File: src/rtl/cfgp_pkg.sv
// Package: shared register indices and lock-state encoding for the keyed
// configuration port. Assumes 8-bit register indices.
package cfgp_pkg;
    typedef enum logic [1:0] {
        KS_LOCKED = 2'd0,
        KS_HALF   = 2'd1,
        KS_OPEN   = 2'd2
    } key_state_e;

    localparam logic [7:0] IDX_LDN    = 8'h07;
    localparam logic [7:0] IDX_DEVHI  = 8'h20;
    localparam logic [7:0] IDX_DEVLO  = 8'h21;
    localparam logic [7:0] IDX_REV    = 8'h22;
    localparam logic [7:0] IDX_MFRHI  = 8'h23;
    localparam logic [7:0] IDX_MFRLO  = 8'h24;
    localparam logic [7:0] IDX_ENABLE = 8'h30;
    localparam logic [7:0] IDX_FWD_LO = 8'h31;
    localparam logic [7:0] CLOSED_BYTE = 8'hFF;
endpackage

File: src/rtl/cfgp_key_fsm.sv
// Module: cfgp_key_fsm
// Tracks the unlock sequence (two successive key writes) and the lock key.
// It also holds the selected register index. Assumes each strobe lasts one
// cycle and that the caller has already decoded the index and data locations.
module cfgp_key_fsm
    import cfgp_pkg::*;
#(
    parameter logic [7:0] UNLOCK_KEY = 8'h87,
    parameter logic [7:0] LOCK_KEY   = 8'hAA
) (
    input  logic       clk,
    input  logic       rst_n,
    input  logic       idx_wr,
    input  logic       data_acc,
    input  logic [7:0] wdata,
    output logic       open,
    output logic [7:0] idx_q
);
    key_state_e state_q, state_d;

    // Next lock state from index writes and data accesses.
    always_comb begin
        state_d = state_q;
        case (state_q)
            KS_LOCKED: if (idx_wr) state_d = (wdata == UNLOCK_KEY) ? KS_HALF : KS_LOCKED;
            KS_HALF: begin
                if (idx_wr)        state_d = (wdata == UNLOCK_KEY) ? KS_OPEN : KS_LOCKED;
                else if (data_acc) state_d = KS_LOCKED;
            end
            KS_OPEN:   if (idx_wr && wdata == LOCK_KEY) state_d = KS_LOCKED;
            default:   state_d = KS_LOCKED;
        endcase
    end

    // Lock state register.
    always_ff @(posedge clk) begin
        if (!rst_n) state_q <= KS_LOCKED;
        else        state_q <= state_d;
    end

    // Register index: loaded by index writes only while open.
    always_ff @(posedge clk) begin
        if (!rst_n)
            idx_q <= 8'h00;
        else if (state_q == KS_OPEN && idx_wr && wdata != LOCK_KEY)
            idx_q <= wdata;
    end

    assign open = (state_q == KS_OPEN);
endmodule

File: src/rtl/cfgp_id_rom.sv
// Module: cfgp_id_rom
// Read-only identification bytes: device ID, revision and manufacturer ID.
// In each 16-bit pair the high byte sits at the lower index. Purely
// combinational; holds no state, so writes have nowhere to land.
module cfgp_id_rom
    import cfgp_pkg::*;
#(
    parameter logic [15:0] DEV_ID  = 16'h5A31,
    parameter logic [7:0]  DEV_REV = 8'h03,
    parameter logic [15:0] MFR_ID  = 16'h1934
) (
    input  logic [7:0] idx,
    output logic       hit,
    output logic [7:0] rdata
);
    // Decode the identification indices.
    always_comb begin
        hit   = 1'b1;
        rdata = 8'h00;
        case (idx)
            IDX_DEVHI: rdata = DEV_ID[15:8];
            IDX_DEVLO: rdata = DEV_ID[7:0];
            IDX_REV:   rdata = DEV_REV;
            IDX_MFRHI: rdata = MFR_ID[15:8];
            IDX_MFRLO: rdata = MFR_ID[7:0];
            default:   hit   = 1'b0;
        endcase
    end
endmodule

File: src/rtl/cfgp_ldn_bank.sv
// Module: cfgp_ldn_bank
// Holds the logical-device-number selector and one enable bit per logical
// device. Assumes `wr` is already qualified with "space open, data write".
// Bank numbers at or above NUM_LDN select no enable bit.
module cfgp_ldn_bank
    import cfgp_pkg::*;
#(
    parameter int NUM_LDN = 16
) (
    input  logic               clk,
    input  logic               rst_n,
    input  logic               wr,
    input  logic [7:0]         idx,
    input  logic [7:0]         wdata,
    output logic [7:0]         ldn_q,
    output logic [NUM_LDN-1:0] en_q,
    output logic [7:0]         en_rdata
);
    logic [NUM_LDN-1:0] ldn_hit;

    // Bank selector register.
    always_ff @(posedge clk) begin
        if (!rst_n)                   ldn_q <= 8'h00;
        else if (wr && idx == IDX_LDN) ldn_q <= wdata;
    end

    // One enable flop per logical device, written only through its own bank.
    for (genvar g = 0; g < NUM_LDN; g++) begin : g_dev
        assign ldn_hit[g] = (ldn_q == 8'(g));
        always_ff @(posedge clk) begin
            if (!rst_n)                                   en_q[g] <= 1'b0;
            else if (wr && idx == IDX_ENABLE && ldn_hit[g]) en_q[g] <= wdata[0];
        end
    end

    // Readback of the selected device's enable bit; zero if no bank matches.
    always_comb begin
        en_rdata = 8'h00;
        for (int i = 0; i < NUM_LDN; i++)
            if (ldn_hit[i]) en_rdata[0] = en_q[i];
    end
endmodule

File: src/rtl/cfgp_keyed_port.sv
// Module: cfgp_keyed_port (top)
// Keyed index/data configuration port. It decodes the two host I/O
// locations, gates access with the key sequence, serves the global registers
// and forwards per-device indices to the downstream register files.
// Assumes single-cycle host strobes and that io_wr and io_rd are never high
// together. Read data is combinational in the cycle of io_rd.
module cfgp_keyed_port
    import cfgp_pkg::*;
#(
    parameter int          ADDR_W     = 16,
    parameter logic [15:0] BASE_ADDR  = 16'h002E,
    parameter int          NUM_LDN    = 16,
    parameter logic [7:0]  UNLOCK_KEY = 8'h87,
    parameter logic [7:0]  LOCK_KEY   = 8'hAA,
    parameter logic [15:0] DEV_ID     = 16'h5A31,
    parameter logic [7:0]  DEV_REV    = 8'h03,
    parameter logic [15:0] MFR_ID     = 16'h1934
) (
    input  logic               clk,
    input  logic               rst_n,
    input  logic [ADDR_W-1:0]  io_addr,
    input  logic               io_wr,
    input  logic               io_rd,
    input  logic [7:0]         io_wdata,
    output logic [7:0]         io_rdata,
    output logic               cfg_open,
    output logic [7:0]         cur_ldn,
    output logic [NUM_LDN-1:0] ldn_enable,
    output logic               dev_wr,
    output logic               dev_rd,
    output logic [7:0]         dev_addr,
    output logic [7:0]         dev_wdata,
    input  logic [7:0]         dev_rdata
);
    localparam logic [ADDR_W-1:0] IDX_LOC = ADDR_W'(BASE_ADDR);
    localparam logic [ADDR_W-1:0] DAT_LOC = ADDR_W'(BASE_ADDR) + ADDR_W'(1);

    logic       sel_idx, sel_dat;
    logic       open;
    logic [7:0] idx_q;
    logic       id_hit;
    logic [7:0] id_rdata;
    logic [7:0] en_rdata;
    logic       fwd_range;
    logic [7:0] cfg_rdata;

    // Host address decode.
    assign sel_idx = (io_addr == IDX_LOC);
    assign sel_dat = (io_addr == DAT_LOC);

    cfgp_key_fsm #(
        .UNLOCK_KEY (UNLOCK_KEY),
        .LOCK_KEY   (LOCK_KEY)
    ) u_key (
        .clk      (clk),
        .rst_n    (rst_n),
        .idx_wr   (io_wr & sel_idx),
        .data_acc ((io_wr | io_rd) & sel_dat),
        .wdata    (io_wdata),
        .open     (open),
        .idx_q    (idx_q)
    );

    cfgp_id_rom #(
        .DEV_ID  (DEV_ID),
        .DEV_REV (DEV_REV),
        .MFR_ID  (MFR_ID)
    ) u_id (
        .idx   (idx_q),
        .hit   (id_hit),
        .rdata (id_rdata)
    );

    cfgp_ldn_bank #(
        .NUM_LDN (NUM_LDN)
    ) u_bank (
        .clk      (clk),
        .rst_n    (rst_n),
        .wr       (open & io_wr & sel_dat),
        .idx      (idx_q),
        .wdata    (io_wdata),
        .ldn_q    (cur_ldn),
        .en_q     (ldn_enable),
        .en_rdata (en_rdata)
    );

    // Per-device indices go downstream.
    assign fwd_range = (idx_q >= IDX_FWD_LO);
    assign dev_wr    = open & io_wr & sel_dat & fwd_range;
    assign dev_rd    = open & io_rd & sel_dat & fwd_range;
    assign dev_addr  = idx_q;
    assign dev_wdata = io_wdata;

    // Register read data for the currently selected index.
    always_comb begin
        if (fwd_range)                cfg_rdata = dev_rdata;
        else if (idx_q == IDX_ENABLE) cfg_rdata = en_rdata;
        else if (idx_q == IDX_LDN)    cfg_rdata = cur_ldn;
        else if (id_hit)              cfg_rdata = id_rdata;
        else                          cfg_rdata = 8'h00;
    end

    // Host read mux: closed space reads all ones at both locations.
    always_comb begin
        io_rdata = 8'h00;
        if (io_rd && sel_idx)      io_rdata = open ? idx_q : CLOSED_BYTE;
        else if (io_rd && sel_dat) io_rdata = open ? cfg_rdata : CLOSED_BYTE;
    end

    assign cfg_open = open;
endmodule

File: config.mk
export PLATFORM = sky130hd
export DESIGN_NAME = cfgp_keyed_port
export DESIGN_NICKNAME = d
export VERILOG_FILES = /design/src/rtl/cfgp_pkg.sv /design/src/rtl/cfgp_key_fsm.sv /design/src/rtl/cfgp_id_rom.sv /design/src/rtl/cfgp_ldn_bank.sv /design/src/rtl/cfgp_keyed_port.sv
export SDC_FILE = /design/constraint.sdc
export NUM_CORES = 1
export LEC_CHECK = 0
export BUFFER_PORTS_ARGS = -buffer_cell sky130_fd_sc_hd__buf_2
export CAP_MARGIN = 20
export CORE_UTILIZATION = 30
export CTS_CLUSTER_SIZE = 8
export DETAILED_ROUTE_END_ITERATION = 10
export PLACE_DENSITY = 0.52
export RECOVER_POWER = 50
export SYNTH_ARGS = -nofsm -noshare
export SYNTH_HDL_FRONTEND = slang
export SYNTH_SLANG_ARGS = --single-unit
File: constraint.sdc
create_clock -name clk -period 2.8 [get_ports clk]
set_input_delay 0.56 -clock clk [delete_from_list [all_inputs] [get_ports clk]]
set_output_delay 0.56 -clock clk [all_outputs]
set_load 0.02 [all_outputs]
; After elaboration in Yosys (flattened, before gate mapping)
; Cells that the tools add are included.
[totals]
reg_bits = 34
in_bits = 36
output_inout_bits = 51
elab_cells = 121
[classes]
order_cmp = 1
eq_ne = 32
n_mux = 33
bitwise_logic = 9
reduce_logical = 27
[ops]
columns = cell, n
row1 = $eq 8x4->1 const B, 8
row2 = $mux 8, 8
row3 = $eq 8x6->1 const B, 6
row4 = $eq 8x3->1 const B, 5
row5 = $pmux 7 s5, 1
row6 = $eq 16x6->1 const B, 2
row7 = $logic_and 1x1->1, 23
row8 = $mux 1, 18
row9 = $eq 8x2->1 const B, 2
row10 = $eq 8x8->1 const B, 2
row11 = $mux 2, 5
row12 = $and 1x1->1, 8
row13 = $eq 8x1->1 const B, 1
row14 = $ge 8x6->1 const B, 1
row15 = $logic_not 8->1, 1
row16 = $ne 8x8->1 const B, 1
row17 = $pmux 2 s3, 1
row18 = $reduce_or 5->1, 1
row19 = $ne 2x1->1 const B, 2
row20 = $ne 3x1->1 const B, 1
row21 = $reduce_and 3->1, 1
row22 = $eq 2x1->1 const B, 1
row23 = $eq 2x2->1 const B, 1
row24 = $logic_not 2->1, 1
row25 = $or 1x1->1, 1

; Depth between registers and ports, before layout
; Gate-level depths: netlist (run 1).
[depth]
depth_word = 22
mapped_depth = 7
ltp_nobuf = 6

; Modules after synthesis
; Synthesis (run 1) repeated with hierarchy kept, for this count alone.
[hier_totals]
cells_unflattened = 294
area_unflattened_um2 = 2586.2
[by_module_without_submodules]
columns = module, n_inst, cells_per_inst, area_each_um2, seq_area_each_um2
row1 = cfgp_ldn_bank, 1, 133, 1290.0, 480.5
row2 = cfgp_keyed_port, 1, 97, 633.1, 0.0
row3 = cfgp_key_fsm, 1, 46, 491.7, 200.2
row4 = cfgp_id_rom, 1, 18, 171.4, 0.0

; Worst setup path before layout (run 1)
; Ideal clock, no wire load.
[synth_path]
path_type = input to output
from = input port io_addr[9]
to = output port io_rdata[0]
arrival_time_ns = 2.424
required_ns = 2.240
setup_slack_ns = -0.184
cell_stages = 5
path_buffers = 0
cell_sequence = or4_4 -> nor4_4 -> nand3_1 -> or4_1 -> o22ai_1
[synth_via]
elab_chain_cells = 4
[synth_lines]
columns = item, line
row1 = "start, declared", cfgp_keyed_port.sv:21  ; input logic [ADDR_W-1:0] io_addr,
row2 = $eq 16x6->1, cfgp_keyed_port.sv:49  ; assign sel_dat = (io_addr == DAT_LOC);
row3 = $logic_and 1x1->1, cfgp_keyed_port.sv:107  ; else if (io_rd && sel_dat) io_rdata = open ? cfg_rdata : CLOSED_BYTE;
row4 = $mux 8, cfgp_keyed_port.sv:107
row5 = $mux 8 *, cfgp_keyed_port.sv:106  ; if (io_rd && sel_idx) io_rdata = open ? idx_q : CLOSED_BYTE;
row6 = "end, declared", cfgp_keyed_port.sv:25  ; output logic [7:0] io_rdata,
; Every way passes the cells marked *; elsewhere a longest branch is shown, timed or not.

; Worst setup path in the final report (run 1)
[layout_path]
from = register u_key.idx_q[2]
to = output port io_rdata[3]
[layout_via]
elab_chain_cells = 10
[layout_lines]
columns = item, line
row1 = "start, declared", cfgp_key_fsm.sv:17  ; output logic [7:0] idx_q
row2 = "start signal, assigned", cfgp_key_fsm.sv:46  ; idx_q <= wdata;
row3 = $eq 8x6->1, cfgp_id_rom.sv:20  ; case (idx)
row4 = $reduce_or 5->1 (no source line), --
row5 = $mux 1, cfgp_id_rom.sv:20
row6 = $mux 8, cfgp_keyed_port.sv:99  ; else if (id_hit) cfg_rdata = id_rdata;
row7 = $mux 8, cfgp_keyed_port.sv:98  ; else if (idx_q == IDX_LDN) cfg_rdata = cur_ldn;
row8 = $mux 8, cfgp_keyed_port.sv:97  ; else if (idx_q == IDX_ENABLE) cfg_rdata = en_rdata;
row9 = $mux 8 *, cfgp_keyed_port.sv:96  ; if (fwd_range) cfg_rdata = dev_rdata;
row10 = $mux 8 * (2 in a row), cfgp_keyed_port.sv:107
row11 = $mux 8 *, cfgp_keyed_port.sv:106
; Marks and branches as above.

==> summary.txt, run 1 <==
Outcome
  – Outcome: finished with violations
  – Violations in the final reports: negative setup slack

Placed design
  – Placement-stage cell area: 0.00304 mm^2
  – IO buf count: 86
  – Dpl hpwl: approximately 5.8 mm
  – Routability Congestion: 0.799

Timing
  – Crit path setup slack, layout: -99.3 ps
  – Final Hold Viols: 0
  – Worst-Margin Slew: between 500 and 600 ps
  – WHS: 508 ps
  – Unrepaired setup endpoints after global routing: yes
  – Setup_tns: -520 ps
  – Pins Over Slew Limit: 0
  – Final setup fails: 7
  – Fmax: approximately 340 MHz
  – Rel. slew slack: 0.622
  – Final min period: 2900 ps
  – Worst clock skew: 8.44 ps
  – Final Cycle Share: 1.04

Layout
  – Number of diodes: 0
  – Layout cells sized above 1: 0.322
  – Nets: ~400
  – Fillers: 826
  – Area grow syn2layout: 34.2%
  – Post-route cell area: 0.00321 mm^2

Worst setup path
  – CP peak stage delay: 560 ps
  – Critical path endpoint category: output pin
  – CP bufs+invs: 1
  – CP Max Fanout: 6
  – Worst path arrival time: 2340 ps
  – Crit path kind: register to output pin
  – Crit-path cells: or4_4 -> a311o_4 -> a221o_1 -> mux2i_1 -> a21oi_1 -> buf_2
  – Critical path required time: 2240 ps
  – Critical path's slowest cell: or4_4
  – Delay-heaviest family, CP: compound AO/OA/AOI/OAI gates
  – Startpoint Class: register

Yosys
  – Number of synthesis warnings: 0
  – #FFs+latches synth: 34
  – Synthesized net count: 301
  – Seq/Total Area, Yosys: 0.285
  – Syn Area/Cell: 9.02 um^2
  – Post-synth ARST share: 0
  – Main flop type after synthesis: dfxtp_1
  – Post-synth EDFFs: 0
  – Cells after synthesis: roughly 270
  – Distinct cell type count of the synthesized netlist: slightly below 60
  – Post-Synthesis Cell Area: 0.00239 mm^2

Clock tree
  – CTS sink cnt: 34
  – Total CTS buffers: 5
  – Worst-Skew Late Latency: 290 ps
  – CTS tree: done
  – Bufs on Longest Clock Path: 2
  – Root buf cell: clkbuf_8
  – CTS HTree Levels: 2
  – Reg clk slew, reported paths: 80 ps
  – Cts hold-fix bufs: 0

Route
  – Routed vias: approximately 2500
  – Iteration-0 DRC Markers: 150
  – ANT nets after route: 0
  – Total Routed Length: 7.63 mm
  – DRC Markers: 0
  – Vias/cell: 5.26
  – Routed WL per cell: 16.3 um
  – DR pass1 iterations: 6

GRT
  – Initial antenna violation count: 0
  – Vias in the first global route: 2410
  – Pin count of the biggest net entering global routing: 35
  – Global route total overflow: 0
  – Total track usage: 0.189
  – First-pass GRT wire length: 12.6 mm

Die
  – Die width: 91.3 um
  – Top Ports: 87
  – Die Ht: 91.3 um
  – Core area: about 0.0077 mm^2
  – Initial core utilization: 0.309
  – Row cnt: 32
  – Die area: roughly 0.0083 mm^2

Power
  – Leak: roughly 0.0014 uW
  – VDD IR max: 153 uV
  – Power per Cell Area: 329 mW/mm^2
  – Overall Power: 1050 uW

Min path
  – Worst hold path type: register to register

Run
  – Max-Cap Viols: 0
-- worst min-delay path, delay by kind of cell, from the launching register on --
family / cells / cell delay (ps)
DFF: 1 / 330
AOI/OAI and AO/OA: 2 / 130
-- final cells by class --
class | instances | area (um^2) | area share
sequential | 34 | 684 | 0.213
timing repair buffer | 120 | 677 | 0.211
multi-input combinational | 197 | 1580 | 0.492
clock buffer | 5 | 68.8 | 0.0214
inverter | 7 | 26.3 | 0.00819
tap | 102 | 128 | 0.0398
clock inverter | 3 | 45.0 | 0.0140
-- layer usage --
layer  up-vias  global-route usage  wire, um  share of wire
met5         -                   0         0              0
met2        85               0.308      3600           0.47
li1       1203                   -         -              -
met3         6              0.0276       402          0.053
met1      1169               0.260      3540           0.46
met4         0              0.0489        86          0.011
-- synth_stat cells (all sizes together), types with 2 or more instances --
master   n  share of area
or4b     2         0.0084
nand2b   7          0.018
nand3b   3         0.0094
mux4     2          0.019
nand2    8          0.013
nor4     7          0.033
a21boi   4          0.013
o311a    2         0.0084
nor2b   28          0.073
nand3    2         0.0042
or4      5          0.017
clkbuf  15          0.027
a21oi    9          0.019
inv      7          0.011
nand4b   7          0.026
nor4b    2         0.0099
a311oi   2         0.0073
buf     12          0.039
nor2     7          0.014
nor3     7          0.015
o31ai    6          0.019
and2     3         0.0079
a221o    3          0.013
and4     2         0.0073
nand4   18          0.050
o21ai    5          0.010
mux2i   34           0.14
dfxtp   34           0.28
-- logic make-up after synthesis --
family,Yosys count,share of synthesized area
and+or+nand+nor,113,0.324
xor gates and xnor gates,1,0.00366
AOI/OAI and AO/OA,46,0.145
buffers and inverters,34,0.0764
muxes,37,0.166
DFF,34,0.285
-- placed cells by master (no fill, tap or decap), drive strengths merged, types with 2 or more instances in the layout --
cell	n
and2	3
clkinvlp	2
nor3	7
nand4b	7
o311a	2
nand3b	3
or4b	2
o31ai	6
dfxtp	34
or4	5
nand2	8
inv	7
nor4b	2
a21boi	4
nand2b	7
mux2i	34
and4	2
buf	84
nand4	18
a21oi	9
nor4	7
o21ai	5
mux4	2
nand3	2
a311oi	2
nor2b	28
nor2	7
clkbuf	41
a221o	3
-- final timing paths --
path	startpoint	slack (ps)	endpoint	cells after the start
setup / recovery	u_key.idx_q[2]$_SDFFE_PN0P_	-100	io_rdata[3]	6
hold / removal	u_bank.en_q[15]$_SDFFE_PN0P_	510	u_bank.en_q[15]$_SDFFE_PN0P_	2
setup reg to reg	u_key.idx_q[2]$_SDFFE_PN0P_	510	u_bank.en_q[6]$_SDFFE_PN0P_	7
hold reg to reg	u_bank.en_q[15]$_SDFFE_PN0P_	510	u_bank.en_q[15]$_SDFFE_PN0P_	2
-- power by group --
group	internal, uW	switching (uW)
Sequential	484	1.01
Clock	265	196
Combinational	45.2	64.0
-- registers in the layout (all words and copies together), names as in the netlist --
signal	cells
u_bank.en_q	16
u_bank.ldn_q	8
u_key.idx_q	8
u_key.state_q	2
-- stage by stage --
stage | worst slack (ps) | std cells | utilization
detailed placement | -167 | 456 | 0.393
floorplan | -61.3 | 265 | -
finish | -99.3 | 468 | 0.415
global placement | -130 | 456 | 0.393
global route | -206 | 468 | 0.415
CTS | -125 | 467 | 0.417
-- what timing repair did --
action                     in CTS  in global routing
pin swaps                      12                  7
setup endpoints to repair       8                  9
resized for setup              18                  7
buffers inserted                3                  1
Power figures use the tool's default switching activity.
==> run 2: changes to the inputs <==
--- a/config.mk
+++ b/config.mk
@@ -12,6 +12,7 @@
 export DETAILED_ROUTE_END_ITERATION = 10
 export PLACE_DENSITY = 0.52
 export RECOVER_POWER = 50
+export REMOVE_ABC_BUFFERS = 1
 export SYNTH_ARGS = -nofsm -noshare
 export SYNTH_HDL_FRONTEND = slang
 export SYNTH_SLANG_ARGS = --single-unit
==> summary.txt, run 2 (synthesis gave the netlist of run 1 again) <==
Outcome
  – Outcome: finished with violations (unchanged)
  – Violations in the final reports: negative setup slack (unchanged)

Route
  – Total Routed Length: 7.29 mm (was 7.63 mm)
  – Routed vias: 2452 (was 2463)
  – DRC Markers: 0 (unchanged)
  – DR pass1 iterations: 7 (was 6)
  – Routed WL per cell: 15.7 um (was 16.3 um)
  – ANT nets after route: 0 (unchanged)
  – Iteration-0 DRC Markers: 128 (was 150)
  – Vias/cell: 5.28 (was 5.26)

Die
  – Top Ports: 87 (unchanged)
  – Die width: 91.3 um (unchanged)
  – Core area: 0.00773 mm^2 (unchanged)
  – Die Ht: 91.3 um (unchanged)
  – Initial core utilization: 0.309 (unchanged)
  – Die area: 0.00833 mm^2 (unchanged)
  – Row cnt: 32 (unchanged)

Layout
  – Area grow syn2layout: 30.6% (was 34.2%)
  – Number of diodes: 0 (unchanged)
  – Fillers: 823 (was 826)
  – Post-route cell area: 0.00312 mm^2 (was 0.00321 mm^2)
  – Layout cells sized above 1: 0.290 (was 0.322)
  – Biggest regs: u_bank.en_q: 16 flops, u_bank.ldn_q: 8 flops, u_key.idx_q: 8 flops (unchanged)
  – Multi-input logic area: 0.00155 mm^2 (was 0.00158 mm^2)
  – Commonest cells after routing, fill and taps aside: 41 x buf_2, 39 x clkbuf_1, 34 x mux2i_1, 32 x dfxtp_1, 31 x buf_4 (was 43 x buf_2, 36 x clkbuf_1, 36 x buf_4, 34 x mux2i_1, 31 x dfxtp_1)
  – Max reg flops: 16 (unchanged)
  – Most common cell after layout, fill and taps aside: buf_2 (unchanged)
  – Seq. cell area: 683 um^2 (was 684 um^2)
  – Final Util: 0.404 (was 0.415)
  – Nets: 397 (was 401)
  – Largest Register: u_bank.en_q (unchanged)
  – Post-route insts no fill: 464 (was 468)

Power
  – VDD IR max: 161 uV (was 153 uV)
  – Switching share of power: 0.258 (was 0.247)
  – Power per Cell Area: 314 mW/mm^2 (was 329 mW/mm^2)
  – Comb power frac: 0.109 (was 0.103)
  – Part of the power in registers: 0.495 (was 0.460)
  – Internal power: 727 uW (was 794 uW)
  – Leak: 0.00141 uW (was 0.00144 uW)
  – Switching power: 253 uW (was 261 uW)
  – Clock share of power: 0.396 (was 0.436)

Placed design
  – Dpl hpwl: 5.40 mm (was 5.82 mm)
  – Routability Congestion: 0.779 (was 0.799)
  – Placed insts: 451 (was 456)
  – Placement-stage cell area: 0.00298 mm^2 (was 0.00304 mm^2)
  – IO buf count: 86 (unchanged)

Min path
  – Worst hold path type: register to register (unchanged)
  – Hold Startpoint: u_bank.en_q[15]$_SDFFE_PN0P_ (unchanged)
  – Hold Path Stages: 2 (unchanged)
  – Hold Path Sink: u_bank.en_q[15]$_SDFFE_PN0P_ (unchanged)

Worst setup path
  – Critical path required time: 2240 ps (about the same)
  – Reg2Reg Depth: 7 (unchanged)
  – Worst path arrival time: 2410 ps (was 2340 ps)
  – CP peak stage delay: 540 ps (was 560 ps)
  – Delay-heaviest family, CP: simple AND/OR/NAND/NOR gates (was compound AO/OA/AOI/OAI gates)
  – Critical path's slowest cell: or4b_4 (was or4_4)
  – Crit path kind: primary input to output pin (was register to output pin)
  – CP bufs+invs: 2 (was 1)
  – CP Max Fanout: 2 (was 6)
  – Reg2reg end: u_bank.en_q[8]$_SDFFE_PN0P_ (was u_bank.en_q[6]$_SDFFE_PN0P_)
  – Launch point of the worst reg-to-reg path: u_key.idx_q[6]$_SDFFE_PN0P_ (was u_key.idx_q[2]$_SDFFE_PN0P_)
  – Startpoint Class: primary input (was register)
  – Crit-path cells: buf_6 -> or4b_4 -> nor4_4 -> nand3_1 -> or4_1 -> o22ai_1 -> buf_4 (was or4_4 -> a311o_4 -> a221o_1 -> mux2i_1 -> a21oi_1 -> buf_2)
  – Reg2reg setup slack: 570 ps (was 510 ps)
  – Critical path endpoint category: output pin (unchanged)

Timing
  – Pins Over Slew Limit: 0 (unchanged)
  – Final min period: 2970 ps (was 2900 ps)
  – Crit path setup slack, layout: -168 ps (was -99.3 ps)
  – Final Cycle Share: 1.06 (was 1.04)
  – Final setup fails: 3 (was 7)
  – Unrepaired setup endpoints after global routing: yes (unchanged)
  – Fmax: 337 MHz (was 345 MHz)
  – Final Hold Viols: 0 (unchanged)
  – Worst clock skew: 8.20 ps (was 8.44 ps)
  – Rel. slew slack: 0.355 (was 0.622)
  – WHS: 508 ps (about the same)
  – Setup_tns: -220 ps (was -520 ps)
  – Worst-Margin Slew: 968 ps (was 562 ps)

GRT
  – Vias in the first global route: 2262 (was 2410)
  – Initial antenna violation count: 0 (unchanged)
  – Pin count of the biggest net entering global routing: 35 (unchanged)
  – First-pass GRT wire length: 11.6 mm (was 12.6 mm)
  – Total track usage: 0.176 (was 0.189)
  – Global route total overflow: 0 (unchanged)

Run
  – Max-Cap Viols: 0 (unchanged)

Clock tree
  – Cts hold-fix bufs: 0 (unchanged)
  – CTS tree: done (unchanged)
  – Total CTS buffers: 5 (unchanged)
  – Bufs on Longest Clock Path: 2 (unchanged)
  – Worst-Skew Late Latency: 290 ps (about the same)
  – CTS sink cnt: 34 (unchanged)
  – CTS HTree Levels: 2 (unchanged)
  – Reg clk slew, reported paths: 80 ps (about the same)
  – Root buf cell: clkbuf_8 (unchanged)
[run 2: changes by cell type in the layout (fill, tap and decap cells not counted), moves of 2 or more]
cell      delta
or4_1        +2
clkbuf_1     +3
or4_4        -2
buf_4        -5
buf_2        -2
[run 2: worst reg2reg max path: stages, from the launching register on]
cell and delay [ps]:
dfxtp_1 320, buf_4 160, or4bb_1 550, buf_4 180
nor4b_2 470, nand4_1 190, mux2i_1 190, nor2b_1 60
[run 2: layout make-up]
| cell class | count | area share |
|---|---|---|
| Clock buffer | 6 | 0.0264 |
| Sequential cell | 34 | 0.219 |
| Clock inverter | 2 | 0.00401 |
| Timing Repair Buffer | 116 | 0.205 |
| Tap cell | 102 | 0.0409 |
| Inverter | 7 | 0.00841 |
| Multi-Input combinational cell | 197 | 0.496 |
[run 2: worst max path at each step]
stage | startpoint | to | slack (ps) | cells after the start
final | io_addr[7] | io_rdata[0] | -170 | 7
after floorplan | io_addr[9] | io_rdata[0] | -180 | 5
after global routing | io_addr[7] | io_rdata[0] | -200 | 7
after global placement | io_addr[9] | io_rdata[0] | -110 | 7
after detailed placement | io_addr[9] | io_rdata[0] | -190 | 7
after CTS | io_addr[7] | io_rdata[0] | -140 | 7
[run 2: power by group through the flow]
stage               Clock [uW]  Sequential [uW]  Combinational [uW]
floorplan                    0              497                34.1
global placement             0              497                 105
detailed placement           0              497                 105
CTS                        400              485                 107
global route               426              486                 116
finish                     388              485                 107
[run 2: repair_timing]
action / 4_1_cts / 5_1_grt
resized for setup: 7 / 13
setup endpoints to repair: 6 / 9
setup buffers: 3 / 2
pin swaps: 5 / 4
cloned: 0 / 0
[run 2: layer usage]
layer / wire (um) / share of wire / global-route usage / up-vias
li1: - / - / - / 1200
met1: 3490 / 0.48 / 0.236 / 1172
met2: 3420 / 0.47 / 0.289 / 74
met3: 312 / 0.043 / 0.0327 / 6
met4: 69 / 0.0095 / 0.0450 / 0
met5: 0 / 0 / 0 / -
[run 2: stage by stage]
step	total power (uW)	worst slack (ps)
after floorplan	531	-184
after global placement	601	-113
after detailed placement	602	-193
after CTS	993	-138
after global routing	1030	-201
final	980	-168
